--- src/rtl/move_fabric.sv ---
module move_fabric #(
  parameter int NBUS   = 3,
  parameter int DW     = 8,
  parameter int NSRC   = 4,
  parameter int NDST   = 8,
  parameter int NGUARD = 2
) (
  input  logic                  clk,
  input  logic                  rst_n,
  input  logic [NBUS*((NDST+NGUARD > 1 ? $clog2(NDST+NGUARD) : 1)
                     + (NSRC > 1 ? $clog2(NSRC) : 1)
                     + (NGUARD > 1 ? $clog2(NGUARD) : 1) + 2)-1:0] instr,
  input  logic [NSRC*DW-1:0]    src_rdata,
  output logic [NDST-1:0]       dst_we,
  output logic [NDST*DW-1:0]    dst_wdata,
  output logic [NGUARD-1:0]     guard_q,
  output logic                  collide
);
  localparam int DSTW  = (NDST+NGUARD > 1) ? $clog2(NDST+NGUARD) : 1;
  localparam int SRCW  = (NSRC > 1) ? $clog2(NSRC) : 1;
  localparam int GIW   = (NGUARD > 1) ? $clog2(NGUARD) : 1;
  localparam int SLOTW = DSTW + SRCW + GIW + 2;

  logic [NGUARD-1:0] g_we, g_d;

  always_comb begin
    int d, s, g, m;
    logic pass;
    logic [DW-1:0] v;
    dst_we    = '0;
    dst_wdata = '0;
    g_we      = '0;
    g_d       = guard_q;
    collide   = 1'b0;
    for (int b = 0; b < NBUS; b++) begin
      d = int'(instr[b*SLOTW +: DSTW]);
      s = int'(instr[b*SLOTW+DSTW +: SRCW]);
      g = int'(instr[b*SLOTW+DSTW+SRCW +: GIW]);
      m = int'(instr[b*SLOTW+DSTW+SRCW+GIW +: 2]);
      v = (s < NSRC) ? src_rdata[s*DW +: DW] : '0;
      case (m)
        0:       pass = 1'b1;
        1:       pass = (g < NGUARD) && guard_q[g];
        2:       pass = (g < NGUARD) && !guard_q[g];
        default: pass = 1'b0;
      endcase
      if (pass && d != 0) begin
        if (d < NDST) begin
          if (dst_we[d]) collide = 1'b1;
          dst_we[d] = 1'b1;
          dst_wdata[d*DW +: DW] = v;
        end else if (d < NDST + NGUARD) begin
          if (g_we[d-NDST]) collide = 1'b1;
          g_we[d-NDST] = 1'b1;
          g_d[d-NDST]  = v[0];
        end
      end
    end
  end

  always_ff @(posedge clk or negedge rst_n) begin
    if (!rst_n) guard_q <= '0;
    else        guard_q <= g_d;
  end
endmodule

--- config.mk ---
export PLATFORM = sky130hd
export DESIGN_NAME = move_fabric
export DESIGN_NICKNAME = d
export VERILOG_FILES = /design/src/rtl/move_fabric.sv
export SDC_FILE = /design/constraint.sdc
export NUM_CORES = 1
export LEC_CHECK = 0
export BUFFER_PORTS_ARGS = -buffer_cell sky130_fd_sc_hd__buf_2
export CELL_PAD_IN_SITES_DETAIL_PLACEMENT = 2
export CELL_PAD_IN_SITES_GLOBAL_PLACEMENT = 2
export CORE_MARGIN = 2
export CORE_UTILIZATION = 27
export CTS_CLUSTER_DIAMETER = 120
export DETAILED_ROUTE_END_ITERATION = 12
export GPL_ROUTABILITY_DRIVEN = 0
export PLACE_DENSITY = 0.86
export SLEW_MARGIN = 20
export SYNTH_ARGS = -nofsm -noshare
export SYNTH_HDL_FRONTEND = slang
export SYNTH_SLANG_ARGS = --single-unit
--- constraint.sdc ---
create_clock -name clk -period 4.5 [get_ports clk]
set_input_delay 0.9 -clock clk [delete_from_list [all_inputs] [get_ports clk]]
set_output_delay 0.9 -clock clk [all_outputs]
set_load 0.01 [all_outputs]
==> out/results.tsv <==
stage	metric	value	unit
logic_synthesis	Synth Cell Area	3458	µm²
timing	period utilisation layout	96.66	%
routing	Vias	4576	
grt	first-pass GRT wire length	26300	µm
timing	final hold slack	0.4632	ns
power	cell area power density	164.8	nW/µm²
cells_and_area	most flop-heavy register	guard_q	
grt	vias in the first global route	4835	
grt	Global Route Usage Sum	24.40	%
run	max-capacitance violation count	0	
placed_design	DP HPWL	14210	µm
cells_and_area	layout cell share with drive strength beyond 1	34.51	%
placed_design	PortBufs	127	
logic_synthesis	Yosys top cell area share	11.72	%
critical_path	worst-path maximum fanout	10	
floorplan	Row Count	41	
floorplan	DIE WIDTH	117.2	µm
routing	detail-routed via count per cell	5.951	
logic_synthesis	most area-consuming cells after synthesis	mux4_2, mux2i_1, a21oi_1, a211oi_1, nand2_1	
timing	Setup TNS	0	ns
cts	CTS tree	yes	
cells_and_area	Largest register FFs	2	
power	Sw Share	51.44	%
logic_synthesis	sequential share of the synthesized area	1.447	%
logic_synthesis	synthesis warning total	0	
power	Comb pwr share	75.1	%
cells_and_area	Area Overhead vs Synth	25.90	%
power	internal power	348.5	µW
timing	f_max	0.2299	GHz
floorplan	Initial Util	27.52	%
timing	Least-Margin Pin Slew	0.6218	ns
power	VDD IR max	0.0001190	V
timing	Max Clock Skew	0.002209	ns
routing	router iterations before antenna repair	5	
grt	initial antenna violation count	0	
routing	Routed WL per cell	22.18	µm
cts	later-pin clock latency in the skew report	0.22	ns
logic_synthesis	Async SR Flop Fraction	100.0	%
logic_synthesis	most common library cells after synthesis	nand2_1, nor2_1, a21oi_1	
routing	DRT antenna net count	0	
logic_synthesis	Post-Syn Instances	484	
power	Clock power frac	18.6	%
logic_synthesis	Synth area leader	mux4_2	
logic_synthesis	Synth cell types	66	
timing	Rel. slew slack	58.55	%
routing	drt drc	0	
critical_path	Worst setup SP type	input pin	
floorplan	DIE AREA	13730	µm²
cells_and_area	Post-Layout Inst Area	4354	µm²
grt	largest net degree at the start of global routing	21	
floorplan	core area	12570	µm²
logic_synthesis	Main synth FF type	dfrtp_1	
cells_and_area	Final #Nets	667	
cts	Clock Sinks	2	
logic_synthesis	number of synthesized flops with an enable pin	0	
cts	CTS H-Tree Depth	1	
timing	Tmin final	4.350	ns
logic_synthesis	post-synthesis register bit count	2	
routing	Routed WL	17060	µm
cts	Clk pin slew, worst setup/hold paths	0.03	ns
worst_hold_path	min-delay worst type	in -> async	
power	Flop pwr share	6.3	%
cts	CTS Buf Count	3	
timing	RSZ-0062 raised after global routing	false	
timing	Final Max Tran Viols	0	
critical_path	WS Path Type	in -> out	
cells_and_area	ANT cells	0	
floorplan	Top Ports	136	
cts	clock buffer depth	2	
power	net switching power	369.2	µW
status	status	finished clean	
routing	Iter 0 DRT Violations	249	
placed_design	Post-DP Area	4272	µm²
cts	# hold bufs at CTS	0	
grt	GRT overflow	0	
cells_and_area	largest registers	guard_q (2)	
cts	CTS root buf	clkbuf_16	
timing	final setup fails	0	
critical_path	CP Data Required Time	3.60	ns
critical_path	Crit. End Element	primary output	
logic_synthesis	most frequent cell after synthesis	nand2_1	
floorplan	Die H	117.2	µm
cells_and_area	Fill cells	1520	
power	P_leak	2.034	nW
timing	Hold Vio Cnt, Final	0	
critical_path	Data arrival, critical path	3.45	ns
logic_synthesis	Syn Area/Cell	7.145	µm²
cells_and_area	final core occ	34.64	%
==> power groups by stage <==
stage / clock (mW) / combinational (mW) / sequential [mW]
floorplan: 0 / 0.342 / 0.0470
global placement: 0 / 0.501 / 0.0450
detailed placement: 0 / 0.531 / 0.0455
CTS: 0.136 / 0.535 / 0.0457
global route: 0.140 / 0.579 / 0.0475
finish: 0.134 / 0.539 / 0.0452
==> layer usage <==
layer	track usage (%)	up-vias	share of wire, %	wire length [µm]
met3	2.317	28	5.1	866
met5	0	-	0	0
li1	-	2063	-	-
met1	33.45	2321	44	7544
met2	41.72	164	49	8371
met4	5.176	0	1.6	275
==> timing repair <==
item                       CTS  global route
setup endpoints to repair    0             1
buffers inserted             0             0
gates resized for setup      0             2
==> layout by cell type, fill, tap and decap left out, drive strengths merged, types with 3 or more instances in the layout <==
master,Yosys,final
nand4b,3,3
or3b,3,3
nor3,18,18
o211ai,10,10
a221oi,15,15
mux4,18,18
ha,7,7
a22oi,8,8
o211a,7,7
nand3,22,22
nand2b,6,6
nor4,4,4
nand3b,4,4
clkbuf,25,4
and3,11,11
mux2,13,13
nor2,47,47
a211oi,27,27
a21oi,43,43
mux2i,25,25
nand2,48,48
o22a,7,7
nand4,7,7
inv,26,26
xnor2,5,5
and2,13,13
buf,21,148
o21ai,5,5
or2,3,3
conb,1,8
==> cells by family after synthesis <==
| logic type | Yosys count | share of synthesized area, % |
|---|---|---|
| flip-flops | 2 | 1.447 |
| AO/OA/AOI/OAI | 143 | 29.92 |
| multiplexers | 56 | 23.66 |
| adder cells (fa/ha/maj) | 7 | 2.532 |
| AND/OR/NAND/NOR | 195 | 31.01 |
| other | 1 | 0.1084 |
| XOR/XNOR | 7 | 1.773 |
| buffers and inverters | 73 | 9.551 |
==> layout make-up <==
cell class / count / area (µm²) / area share [%]
Multi-Input combinational cell: 416 / 3109 / 71.41
Timing Repair Buffer: 149 / 803.3 / 18.45
Inverter: 27 / 101.3 / 2.328
Sequential cell: 2 / 50.05 / 1.149
Tap cell: 172 / 215.2 / 4.943
Clock buffer: 3 / 75.07 / 1.724
==> through the flow <==
step | setup slack, ns | power (mW) | instances
finish | 0.1502 | 0.7177 | 769
detailed placement | 0.1652 | 0.5766 | 766
CTS | 0.1570 | 0.7163 | 769
global placement | 0.2917 | 0.5459 | 766
floorplan | 0.2618 | 0.3893 | 491
global route | 0.004411 | 0.7661 | 769
==> path summary, 6_finish.rpt <==
path,slack [ns],endpoint,cells after the start,start
setup / recovery,0.15,dst_wdata[58],11,instr[10]
min in group clk,0.92,guard_q[1],3,guard_q[1]
setup reg to reg,2.16,guard_q[1],6,guard_q[0]
max in group asynchronous,3.93,guard_q[1],1,rst_n
hold reg to reg,0.92,guard_q[1],3,guard_q[1]
hold / removal,0.46,guard_q[0],1,rst_n
==> worst max-delay path: stages <==
cell      delay [ns]
clkbuf_4        0.19
inv_1           0.10
ha_1            0.32
or3b_4          0.42
or2_1           0.26
or4b_1          0.53
buf_4           0.20
nor2_1          0.15
a211oi_1        0.08
a21oi_1         0.14
buf_2           0.15
No activity file was read; power rests on OpenSTA's default activity.
